## src/rtl/ictx_pkg.sv

```systemverilog
package ictx_pkg;

   localparam int REC_W     = 32;
   localparam int OWN_TID_W = 16;

   // Context word
   localparam int CTX_V_BIT = 31;
   localparam int CTX_H_BIT = 30;

   // Ownership word
   localparam int O_VALID   = 31;
   localparam int O_HW      = 30;
   localparam int O_CO      = 29;
   localparam int O_TIDV    = 28;
   localparam int O_PRIV_LO = 26;
   localparam int O_TID_LO  = 0;

   // Saved-state word
   localparam int S_IPB_LO   = 24;
   localparam int S_CPPR_LO  = 16;
   localparam int S_LSMFB_LO = 8;

   typedef struct packed {
      logic [REC_W-1:0] own;
      logic [REC_W-1:0] st;
   } rec_t;

   typedef enum logic [2:0] {
      ERR_NONE     = 3'd0,
      ERR_NO_REC   = 3'd1,
      ERR_INVALID  = 3'd2,
      ERR_NOT_HW   = 3'd3,
      ERR_NOT_CO   = 3'd4,
      ERR_TID_MISM = 3'd5
   } err_e;

   typedef enum logic {
      ST_IDLE = 1'b0,
      ST_EVAL = 1'b1
   } seq_e;

endpackage

```

## src/rtl/ictx_rec_table.sv

```systemverilog
module ictx_rec_table
   import ictx_pkg::*;
#(
   parameter int DEPTH = 16,
   localparam int IDX_W = $clog2(DEPTH)
) (
   input  logic             clk,
   input  logic             rst_n,
   input  logic             wr_en,
   input  logic [IDX_W-1:0] wr_idx,
   input  rec_t             wr_rec,
   input  logic [IDX_W-1:0] rd_idx,
   output rec_t             rd_rec,
   input  logic [IDX_W-1:0] obs_idx,
   output rec_t             obs_rec
);

   rec_t entry [DEPTH];

   for (genvar g = 0; g < DEPTH; g++) begin : g_entry
      always_ff @(posedge clk or negedge rst_n) begin
         if (!rst_n)
            entry[g] <= '0;
         else if (wr_en && wr_idx == IDX_W'(g))
            entry[g] <= wr_rec;
      end
   end

   always_ff @(posedge clk or negedge rst_n) begin
      if (!rst_n)
         rd_rec <= '0;
      else
         rd_rec <= entry[rd_idx];
   end

   assign obs_rec = entry[obs_idx];

endmodule

```

## src/rtl/ictx_prio_eval.sv

```systemverilog
module ictx_prio_eval #(
   parameter int NPRIO  = 8,
   parameter int PRIO_W = 8
) (
   input  logic [NPRIO-1:0]  ipb,
   input  logic [PRIO_W-1:0] cppr,
   output logic              exc
);

   logic [PRIO_W-1:0] best;

   always_comb begin
      best = '1;
      for (int i = NPRIO - 1; i >= 0; i--) begin
         if (ipb[i]) best = PRIO_W'(i);
      end
      exc = (|ipb) && (best < cppr);
   end

endmodule

```

## src/rtl/ictx_rec_update.sv

```systemverilog
module ictx_rec_update
   import ictx_pkg::*;
#(
   parameter int NPRIO  = 8,
   parameter int PRIO_W = 8,
   parameter int TID_W  = 16
) (
   input  logic              is_push,
   input  logic              do_sr,
   input  logic              rec_exists,
   input  rec_t              rec,
   input  logic [TID_W-1:0]  thread_id,
   input  logic [NPRIO-1:0]  live_ipb,
   input  logic [PRIO_W-1:0] live_cppr,
   input  logic [PRIO_W-1:0] live_lsmfb,
   output logic              wr_en,
   output rec_t              new_rec,
   output err_e              err,
   output logic              cppr_load,
   output logic [PRIO_W-1:0] cppr_val,
   output logic [NPRIO-1:0]  ipb_merge
);

   logic [OWN_TID_W-1:0] tid_ext;
   assign tid_ext = OWN_TID_W'(thread_id);

   always_comb begin
      new_rec   = rec;
      wr_en     = 1'b0;
      err       = ERR_NONE;
      cppr_load = 1'b0;
      cppr_val  = rec.st[S_CPPR_LO +: PRIO_W];
      ipb_merge = '0;
      if (is_push) begin
         if (!rec_exists)
            err = ERR_NO_REC;
         else if (!rec.own[O_VALID])
            err = ERR_INVALID;
         else begin
            if (do_sr) begin
               if (!rec.own[O_HW])
                  err = ERR_NOT_HW;
               else begin
                  cppr_load                         = 1'b1;
                  new_rec.st[S_CPPR_LO +: PRIO_W]   = '0;
                  new_rec.own[O_CO]                 = 1'b1;
                  new_rec.own[O_TIDV]               = 1'b1;
                  new_rec.own[O_PRIV_LO +: 2]       = 2'd0;
                  new_rec.own[O_TID_LO +: OWN_TID_W] = tid_ext;
                  wr_en                             = 1'b1;
               end
            end
            ipb_merge = rec.st[S_IPB_LO +: NPRIO];
            if (|ipb_merge) begin
               new_rec.st[S_IPB_LO +: NPRIO] = '0;
               wr_en                         = 1'b1;
            end
         end
      end else if (do_sr) begin
         if (!rec_exists)
            err = ERR_NO_REC;
         else if (!rec.own[O_VALID])
            err = ERR_INVALID;
         else if (!rec.own[O_HW])
            err = ERR_NOT_HW;
         else if (!rec.own[O_CO])
            err = ERR_NOT_CO;
         else if (rec.own[O_TIDV] && rec.own[O_TID_LO +: OWN_TID_W] != tid_ext)
            err = ERR_TID_MISM;
         else begin
            new_rec.st[S_IPB_LO +: 8]       = 8'(live_ipb);
            new_rec.st[S_CPPR_LO +: 8]      = 8'(live_cppr);
            new_rec.st[S_LSMFB_LO +: 8]     = 8'(live_lsmfb);
            new_rec.own[O_CO]               = 1'b0;
            new_rec.own[O_TID_LO +: OWN_TID_W] = '1;
            wr_en                           = 1'b1;
         end
      end
   end

endmodule

```

## src/rtl/irq_ctx_sr_engine.sv

```systemverilog
module irq_ctx_sr_engine
   import ictx_pkg::*;
#(
   parameter int DEPTH  = 16,
   parameter int VP_W   = 6,
   parameter int TID_W  = 16,
   parameter int NPRIO  = 8,
   parameter int PRIO_W = 8,
   localparam int IDX_W  = $clog2(DEPTH),
   localparam int PIDX_W = $clog2(NPRIO)
) (
   input  logic              clk,
   input  logic              rst_n,
   input  logic              sr_enable,
   input  logic [TID_W-1:0]  thread_id,
   input  logic              push_req,
   input  logic [31:0]       push_word,
   input  logic              pull_req,
   output logic [31:0]       pull_data,
   input  logic              cppr_wr_en,
   input  logic [PRIO_W-1:0] cppr_wr_val,
   input  logic              lsmfb_wr_en,
   input  logic [PRIO_W-1:0] lsmfb_wr_val,
   input  logic              pend_post_en,
   input  logic [PIDX_W-1:0] pend_post_prio,
   input  logic              rec_ld_en,
   input  logic [IDX_W-1:0]  rec_ld_idx,
   input  logic [31:0]       rec_ld_w1,
   input  logic [31:0]       rec_ld_w2,
   input  logic [IDX_W-1:0]  rec_obs_idx,
   output logic [31:0]       rec_obs_w1,
   output logic [31:0]       rec_obs_w2,
   output logic              ctx_v,
   output logic              ctx_h,
   output logic [VP_W-1:0]   ctx_vp,
   output logic [PRIO_W-1:0] cppr,
   output logic [NPRIO-1:0]  ipb,
   output logic [PRIO_W-1:0] lsmfb,
   output logic              exc,
   output logic              busy,
   output logic              done,
   output logic              err_vld,
   output logic [2:0]        err_code
);

   if (DEPTH < 2 || (1 << IDX_W) != DEPTH) begin : g_bad_depth
      $error("DEPTH must be a power of two of at least 2");
   end
   if (VP_W <= IDX_W || VP_W > 30) begin : g_bad_vp
      $error("VP_W must exceed the table index width and fit below bit 30");
   end
   if (TID_W < 1 || TID_W > OWN_TID_W) begin : g_bad_tid
      $error("TID_W must be 1..16");
   end
   if (NPRIO < 2 || NPRIO > 8 || (1 << PIDX_W) != NPRIO) begin : g_bad_nprio
      $error("NPRIO must be a power of two from 2 to 8");
   end
   if (PRIO_W < PIDX_W || PRIO_W > 8) begin : g_bad_prio
      $error("PRIO_W must cover a priority index and fit in 8 bits");
   end

   seq_e              state;
   logic              op_push, op_sr, op_exists, op_active;
   logic              acc_push, acc_pull;
   logic [IDX_W-1:0]  rd_idx;
   logic [VP_W-1:0]   req_vp;
   rec_t              rd_rec, obs_rec, upd_rec, wr_rec;
   logic              upd_wr, tbl_wr;
   logic [IDX_W-1:0]  wr_idx;
   err_e              upd_err;
   logic              upd_cppr_load;
   logic [PRIO_W-1:0] upd_cppr_val;
   logic [NPRIO-1:0]  upd_merge;
   logic              apply;
   logic [31:0]       ctx_word;
   logic              unused_hi;

   assign unused_hi = ^push_word[29:VP_W];

   assign busy     = (state == ST_EVAL);
   assign acc_push = !busy && push_req;
   assign acc_pull = !busy && !push_req && pull_req;
   assign req_vp   = acc_push ? push_word[VP_W-1:0] : ctx_vp;
   assign rd_idx   = req_vp[IDX_W-1:0];
   assign apply    = busy && op_active;

   always_comb begin
      ctx_word            = '0;
      ctx_word[CTX_V_BIT] = ctx_v;
      ctx_word[CTX_H_BIT] = ctx_h;
      ctx_word[VP_W-1:0]  = ctx_vp;
   end

   ictx_rec_table #(.DEPTH(DEPTH)) u_table (
      .clk     (clk),
      .rst_n   (rst_n),
      .wr_en   (tbl_wr),
      .wr_idx  (wr_idx),
      .wr_rec  (wr_rec),
      .rd_idx  (rd_idx),
      .rd_rec  (rd_rec),
      .obs_idx (rec_obs_idx),
      .obs_rec (obs_rec)
   );

   ictx_rec_update #(.NPRIO(NPRIO), .PRIO_W(PRIO_W), .TID_W(TID_W)) u_update (
      .is_push    (op_push),
      .do_sr      (op_sr),
      .rec_exists (op_exists),
      .rec        (rd_rec),
      .thread_id  (thread_id),
      .live_ipb   (ipb),
      .live_cppr  (cppr),
      .live_lsmfb (lsmfb),
      .wr_en      (upd_wr),
      .new_rec    (upd_rec),
      .err        (upd_err),
      .cppr_load  (upd_cppr_load),
      .cppr_val   (upd_cppr_val),
      .ipb_merge  (upd_merge)
   );

   ictx_prio_eval #(.NPRIO(NPRIO), .PRIO_W(PRIO_W)) u_prio (
      .ipb  (ipb),
      .cppr (cppr),
      .exc  (exc)
   );

   // engine write takes the port over any table load
   assign tbl_wr = (apply && upd_wr) || rec_ld_en;
   assign wr_idx = (apply && upd_wr) ? ctx_vp[IDX_W-1:0] : rec_ld_idx;
   assign wr_rec = (apply && upd_wr) ? upd_rec : rec_t'({rec_ld_w1, rec_ld_w2});

   assign rec_obs_w1 = obs_rec.own;
   assign rec_obs_w2 = obs_rec.st;

   always_ff @(posedge clk or negedge rst_n) begin
      if (!rst_n) begin
         state     <= ST_IDLE;
         op_push   <= 1'b0;
         op_sr     <= 1'b0;
         op_exists <= 1'b0;
         op_active <= 1'b0;
         ctx_v     <= 1'b0;
         ctx_h     <= 1'b0;
         ctx_vp    <= '0;
         pull_data <= '0;
         done      <= 1'b0;
         err_vld   <= 1'b0;
         err_code  <= ERR_NONE;
      end else begin
         done     <= 1'b0;
         err_vld  <= 1'b0;
         err_code <= ERR_NONE;
         if (acc_push) begin
            state     <= ST_EVAL;
            op_push   <= 1'b1;
            op_active <= push_word[CTX_V_BIT];
            op_exists <= ~|push_word[VP_W-1:IDX_W];
            op_sr     <= sr_enable && (ctx_v ? ctx_h : push_word[CTX_H_BIT]);
            ctx_v     <= push_word[CTX_V_BIT];
            ctx_vp    <= push_word[VP_W-1:0];
            if (!ctx_v) ctx_h <= push_word[CTX_H_BIT];
         end else if (acc_pull) begin
            state     <= ST_EVAL;
            op_push   <= 1'b0;
            op_active <= ctx_v;
            op_exists <= ~|ctx_vp[VP_W-1:IDX_W];
            op_sr     <= sr_enable && ctx_h;
            pull_data <= ctx_word;
            ctx_v     <= 1'b0;
         end else if (busy) begin
            state <= ST_IDLE;
            done  <= 1'b1;
            if (op_active && upd_err != ERR_NONE) begin
               err_vld  <= 1'b1;
               err_code <= upd_err;
            end
         end
      end
   end

   always_ff @(posedge clk or negedge rst_n) begin
      if (!rst_n) begin
         cppr  <= '0;
         ipb   <= '0;
         lsmfb <= '0;
      end else begin
         if (apply && upd_cppr_load)
            cppr <= upd_cppr_val;
         else if (cppr_wr_en)
            cppr <= cppr_wr_val;
         if (lsmfb_wr_en)
            lsmfb <= lsmfb_wr_val;
         ipb <= ipb
              | (pend_post_en ? (NPRIO'(1) << pend_post_prio) : '0)
              | (apply ? upd_merge : '0);
      end
   end

endmodule

```

## config.mk

```make
export PLATFORM = sky130hd
export DESIGN_NAME = irq_ctx_sr_engine
export DESIGN_NICKNAME = d
export VERILOG_FILES = /design/src/rtl/ictx_pkg.sv /design/src/rtl/ictx_rec_table.sv /design/src/rtl/ictx_prio_eval.sv /design/src/rtl/ictx_rec_update.sv /design/src/rtl/irq_ctx_sr_engine.sv
export SDC_FILE = /design/constraint.sdc
export NUM_CORES = 2
export LEC_CHECK = 0
export BUFFER_PORTS_ARGS = -buffer_cell sky130_fd_sc_hd__buf_2
export CORE_MARGIN = 1
export CORE_UTILIZATION = 60
export CTS_BUF_LIST = sky130_fd_sc_hd__clkbuf_4
export DETAILED_ROUTE_END_ITERATION = 7
export GPL_ROUTABILITY_DRIVEN = 0
export PLACE_DENSITY = 0.78
export SETUP_SLACK_MARGIN = 0.3
export SLEW_MARGIN = 20
export SYNTH_ARGS = -nofsm -noshare
export SYNTH_HDL_FRONTEND = slang
export SYNTH_HIERARCHICAL = 1
export SYNTH_SLANG_ARGS = --single-unit
```

## constraint.sdc

```tcl
create_clock -name clk -period 7.05 [get_ports clk]
set_input_delay 0.3525 -clock clk [delete_from_list [all_inputs] [get_ports clk]]
set_output_delay 0.3525 -clock clk [all_outputs]
set_load 0.02 [all_outputs]
```

Word-level counts from Yosys, hierarchy flattened
Index checks and enable logic that the tools add are counted.
Operators by class
  order comparisons: 3
  equal/unequal tests: 16
  shifts and indexed selects: 1
  muxes and demuxes: 100
  bitwise gates (word level): 5
  reductions and logical operators: 41
Operators by type and width (count)
  64-bit binary-select mux with 4-bit select: 2
  64-bit 2-to-1 mux: 5
  40-bit 2-to-1 mux: 6
  8-bit 2-to-1 mux: 19
  32-bit 2-to-1 mux: 3
  3-bit 2-to-1 mux: 15
  1-bit 2-to-1 mux: 41
  4-bit == test (second input constant): 8
  16-bit 2-to-1 mux: 2
  1-bit logical AND: 27
  4-bit 2-to-1 mux: 6
  4-bit by 3-bit == test with 1-bit output (second input constant): 4
  16-bit inequality test: 1
  8-bit bitwise OR: 2
  8-bit OR reduction: 2
  5-bit greater-or-equal comparator (second input constant): 2
  4-bit inverter with 5-bit output: 2
  4-bit by 2-bit == test with 1-bit output (second input constant): 2
  8-bit less-than comparator: 1
  1-bit by 3-bit << shifter with 8-bit output (first input constant): 1
  4-bit by 1-bit == test with 1-bit output (second input constant): 1
  1-bit logical NOT: 4
  4-bit logical NOT: 1
  2-bit nonzero test: 2
  other kinds (6): 7
Storage, ports and cells
  register bits after elaboration: 1138
  input port bits: 148
  logic and storage cells: 216

Depth between registers and ports, before layout
  depth in word-level cells: 15
  gate-level depth with buffers: 15
  depth with buffers taken out: 10

Cells and area by module
The synthesis kept the hierarchy.
By module, submodules not included
  ictx_rec_table: times used 1, cells an instance 3376, area each 54339.6 µm²
  irq_ctx_sr_engine: times used 1, cells an instance 254, area each 3032.9 µm²
  ictx_rec_update: times used 1, cells an instance 218, area each 1410.1 µm²
  ictx_prio_eval: times used 1, cells an instance 38, area each 259.0 µm²

Worst setup path before layout
No wires, ideal clock.
  kind: register to register
  start point: reg u_table/rd_rec[37] (netlist name)
  end point: reg u_table/entry[648] (netlist name)
  setup time: 125 ps
  arrival: 3259 ps
  required time: 6925 ps
  setup slack: 3666 ps
  stages on the path, launching flop included: 15
  path buffers: 4
  clock period less this slack: 3384 ps
  cell sequence: dfrtp_1 -> xnor2_1 -> nand4_1 -> o41ai_4 -> nand3_2 -> buf_6 -> nand2_1 -> nand2_4 -> buf_6 -> mux2_2 -> clkbuf_1 -> nand2b_1 -> nor2_2 -> buf_2 -> mux2_2
On the way
  word-level cells in the longest chain between the ends: 13
  elaborated cells between the ends (all ways): 22
Ends and longest elaborated chain
  16-bit inequality test: RTL line ictx_rec_update.sv:68  | else if (rec.own[O_TIDV] && rec.own[O_TID_LO +: OWN_TID_W] != tid_ext)
  1-bit logical AND: RTL line ictx_rec_update.sv:68
  1-bit 2-to-1 mux: RTL line ictx_rec_update.sv:68
  1-bit 2-to-1 mux: RTL line ictx_rec_update.sv:66  | else if (!rec.own[O_CO])
  1-bit 2-to-1 mux: RTL line ictx_rec_update.sv:64  | else if (!rec.own[O_HW])
  1-bit 2-to-1 mux: RTL line ictx_rec_update.sv:62  | else if (!rec.own[O_VALID])
  1-bit 2-to-1 mux: RTL line ictx_rec_update.sv:60  | if (!rec_exists)
  1-bit 2-to-1 mux: RTL line ictx_rec_update.sv:59  | end else if (do_sr) begin
  1-bit 2-to-1 mux: RTL line ictx_rec_update.sv:34  | if (is_push) begin
  via upd_wr: RTL line irq_ctx_sr_engine.sv:68  | logic upd_wr, tbl_wr;
  1-bit logical AND: RTL line irq_ctx_sr_engine.sv:131  | assign wr_idx = (apply && upd_wr) ? ctx_vp[IDX_W-1:0] : rec_ld_idx;
  4-bit 2-to-1 mux: RTL line irq_ctx_sr_engine.sv:131
  via wr_idx[1]: RTL line irq_ctx_sr_engine.sv:69  | logic [IDX_W-1:0] wr_idx;
  4-bit by 3-bit == test with 1-bit output: RTL line ictx_rec_table.sv:24  | else if (wr_en && wr_idx == IDX_W'(g))
  1-bit logical AND: RTL line ictx_rec_table.sv:24
  end signal, assigned by index: RTL line ictx_rec_table.sv:25  | entry[g] <= wr_rec;
  end, declared: RTL line ictx_rec_table.sv:18  | rec_t entry [DEPTH];
The timed path passes the listed nets, and every way through them passes these cells.
A chain may end at the register's enable or synchronous reset.

Worst setup path after layout
  start point: reg u_table/rd_rec[32] (netlist name)
  end point: reg u_table/entry[484] (netlist name)
On the way
  word-level cells in the longest chain between the ends: 13
  elaborated cells between the ends (all ways): 22
Ends and longest elaborated chain (RTL line)
  16-bit inequality test: ictx_rec_update.sv:68
  1-bit logical AND: ictx_rec_update.sv:68
  1-bit 2-to-1 mux: ictx_rec_update.sv:68
  1-bit 2-to-1 mux: ictx_rec_update.sv:66
  1-bit 2-to-1 mux: ictx_rec_update.sv:64
  1-bit 2-to-1 mux: ictx_rec_update.sv:62
  1-bit 2-to-1 mux: ictx_rec_update.sv:60
  1-bit 2-to-1 mux: ictx_rec_update.sv:59
  1-bit 2-to-1 mux: ictx_rec_update.sv:34
  via upd_wr: irq_ctx_sr_engine.sv:68
  1-bit logical AND: irq_ctx_sr_engine.sv:131
  4-bit 2-to-1 mux: irq_ctx_sr_engine.sv:131
  via wr_idx[3]: irq_ctx_sr_engine.sv:69
  4-bit == test: ictx_rec_table.sv:24
  1-bit logical AND: ictx_rec_table.sv:24
The timed path passes the listed nets, and every way through them passes these cells.

==> reports/qor.yml <==
die:
  core_um2: 97100
  dieArea_um2: 99700
  die_h_um: 316
  start_util: 0.608
  io_pins: 283
  die_w_um: 316
  num_rows: 114
timing:
  rsz0062_at_grt: "false"
  period_needed_ns: 5.34
  finalHoldViolCount: 0
  fmax_mhz: 187
  slew_headroom: 0.182
  report.final.slew_viol_count: 0
  post-route-period-util: 0.758
  fin_skew_ns: 0.0982
  setup_tns_ns: 0
  finalSetupViolCount: 0
  tightest_slew_ns: 1.23
clock_tree:
  cts_setup_buffers: 0
  cts_tree: "yes"
  clk_latency_ns: 1.19
  clk_path_buf_depth: 4
  cts_buffers: 311
  htreeDepth: 5
  cts-root-buf: "clkbuf_4"
  hold_buffers: 160
  clkSlewWorstSetupHoldPaths_ns: 0.07
  cts_resized: 0
  clock_sinks: 1138
setup_path:
  r2r_cells: 12
  crit_start: "u_table/rd_rec[32]"
  criticalPathCategory: "flop to flop"
  worstSetupEndpointType: "flop"
  cp_data_required_time_ns: 8.04
  cp_max_fo: 37
  r2r-start: "u_table/rd_rec[32]"
  critPathLaunchType: "flop"
  r2r-end: "u_table/entry[484]"
  arrival_ns: 6.33
  r2r_slack_ns: 1.71
cells_and_area:
  final_common_cell: "dfrtp_1"
  nets: 4423
  n_fill_cell: 6617
  final_cell_mix: "dfrtp_1 (1138), mux2_2 (1086), mux4_2 (512)"
  multi_input_area_um2: 28700
  area_delta_synth_final_pct: 11.9
  fin_util: 0.680
  drive_above_1_share: 0.539
  ff_latch_area_um2: 28500
min_path:
  hold_class: "primary input to flop"
  holdPathEnd: "u_table/entry[929]"
  hold-path-cell-count: 5
  hp-start: "thread_id[1]"
global_routing:
  grt_pass1_vias: 41100
  grt_antenna_before_repair: 5
  gr-total-overflow: 0
  grt_pass1_wl_um: 246000
  grt_usage: 0.330
  grt_start_max_net_pins: 168
yosys:
  synthArstFlopShare: 1.00
  synth_seq_area_share: 0.482
  avgSynthCellArea_um2: 15.2
  syn_area_um2: 59000
  synth_flop_cell: "dfrtp_1"
  yosysWarningCount: 6
  synth.ff_latch_count: 1138
  syn_inst: 3886
  synth_cell_types: 61
  synth-edff-count: 0
power_and_ir_drop:
  max-vdd-ir-drop_v: 0.000196
  power_per_cell_area_nw_per_um2: 336
  p_leak_nw: 28.2
routing:
  drt_drc_violations_left: 0
  num_vias: 38700
  first_iter_violations: 3966
  wire_per_inst_um: 27.9
  postRouteAntennaNets: 0
  vias_per_cell: 6.75
  wl_um: 160000
  first_pass_iters: 7
place:
  port_buffers: 234
  dp_hpwl_um: 86400
job:
  drv_cap: 0
status:
  status: "complete, no violations"
area by class of cell:
| type | instances | share of cell area |
|---|---|---|
| multi-input combinational | 2329 | 0.435 |
| sequential | 1138 | 0.431 |
| timing repair buffer | 463 | 0.0547 |
| clock buffer | 422 | 0.0479 |
| tap | 1276 | 0.0242 |
| clock inverter | 76 | 0.00621 |
| inverter | 25 | 0.00142 |
| antenna | 2 | 0.0000757 |
how the worst max path moves through the flow:
stage,to,depth (start not counted)
floorplan,u_table/entry[648],14
finish,u_table/entry[484],12
global placement,u_table/entry[484],13
detailed placement,u_table/entry[494],13
CTS,u_table/entry[490],12
global route,u_table/entry[490],12
synth_stat cells, types with 2 or more instances:
cell | instances | area, um^2
dfrtp_1 | 1138 | 28500
mux2_2 | 1088 | 12300
mux4_2 | 512 | 11500
a22oi_1 | 256 | 1920
clkbuf_1 | 176 | 661
nand2_1 | 161 | 604
buf_2 | 159 | 796
buf_4 | 52 | 390
nor2_1 | 50 | 188
buf_1 | 25 | 93.8
inv_1 | 25 | 93.8
a21oi_1 | 23 | 115
mux2_1 | 21 | 236
xnor2_1 | 16 | 140
mux2_4 | 14 | 210
and2_1 | 13 | 81.3
and3_1 | 13 | 81.3
nand2b_1 | 10 | 62.6
nor2_2 | 10 | 62.6
o21ai_0 | 10 | 50.1
a311o_1 | 8 | 80.1
and4_1 | 8 | 70.1
mux2i_1 | 8 | 80.1
o211ai_1 | 8 | 60.1
a211o_1 | 7 | 61.3
ha_1 | 7 | 87.6
o311ai_1 | 7 | 61.3
nand4_1 | 6 | 37.5
nor2b_1 | 6 | 37.5
buf_6 | 5 | 56.3
nor3_1 | 5 | 25.0
nand3b_1 | 4 | 30.0
nor4_1 | 3 | 18.8
or3_1 | 3 | 18.8
nand3_1 | 2 | 10.0
nor3b_1 | 2 | 15.0
report_power, final:
part	total, mW	internal (mW)	switching, mW
Sequential	10.0	8.57	1.44
Combinational	6.60	3.90	2.70
Clock	5.59	2.89	2.70
Total	22.2	15.4	6.84
layer usage:
metal | GRT usage | vias to the layer above | share of wire
met5 | 0 | - | 0.00017
met4 | 0.133 | 4 | 0.033
met3 | 0.0646 | 376 | 0.088
met2 | 0.521 | 1943 | 0.48
met1 | 0.457 | 20500 | 0.40
li1 | - | 15800 | -
logic make-up (layout without fill, tap and decap cells):
family | count (synthesis) | after routing | share of synthesized area
adder cells (fa/ha/maj) | 7 | 7 | 0.00148
flip-flops | 1138 | 1138 | 0.482
AO/OA/AOI/OAI | 337 | 337 | 0.0429
buffers and inverters | 442 | 986 | 0.0354
XOR/XNOR | 16 | 16 | 0.00237
AND/OR/NAND/NOR | 302 | 302 | 0.0237
multiplexers | 1643 | 1643 | 0.412
other | 1 | 26 | 0.0000635
registers in the layout (all words and copies together), names as in the netlist, 3 cells and up:
name / flops
cppr: 8
ctx_vp: 6
err_code: 3
ipb: 8
pull_data: 8
u_table/entry: 1024
u_table/rd_rec: 64
lsmfb: 8
through the flow:
stage	hold WS, ns	power (mW)	cell area (um^2)	cells	worst slack [ns]
after floorplan	0.0569	14.8	59100	3909	3.67
after global placement	0.480	16.2	60800	5069	1.86
after detailed placement	0.489	16.5	60900	5071	1.78
after CTS	0.000297	22.3	66100	5729	1.86
after global routing	0.0768	23.4	66100	5730	1.65
final	0.104	22.2	66100	5731	1.71
critical path: stages (launching register included):
cell and delay, ns:
dfrtp_1 0.40, xnor2_1 0.43, nand4_1 0.28, o41ai_4 0.40, buf_4 0.30, nand3_2 0.12, nand2_1 0.13, nand2_4 0.34
mux2_2 0.49, nand3b_1 0.32, or3_4 0.67, buf_4 0.80, mux2_2 0.42
(Power assumes the default switching activity.)
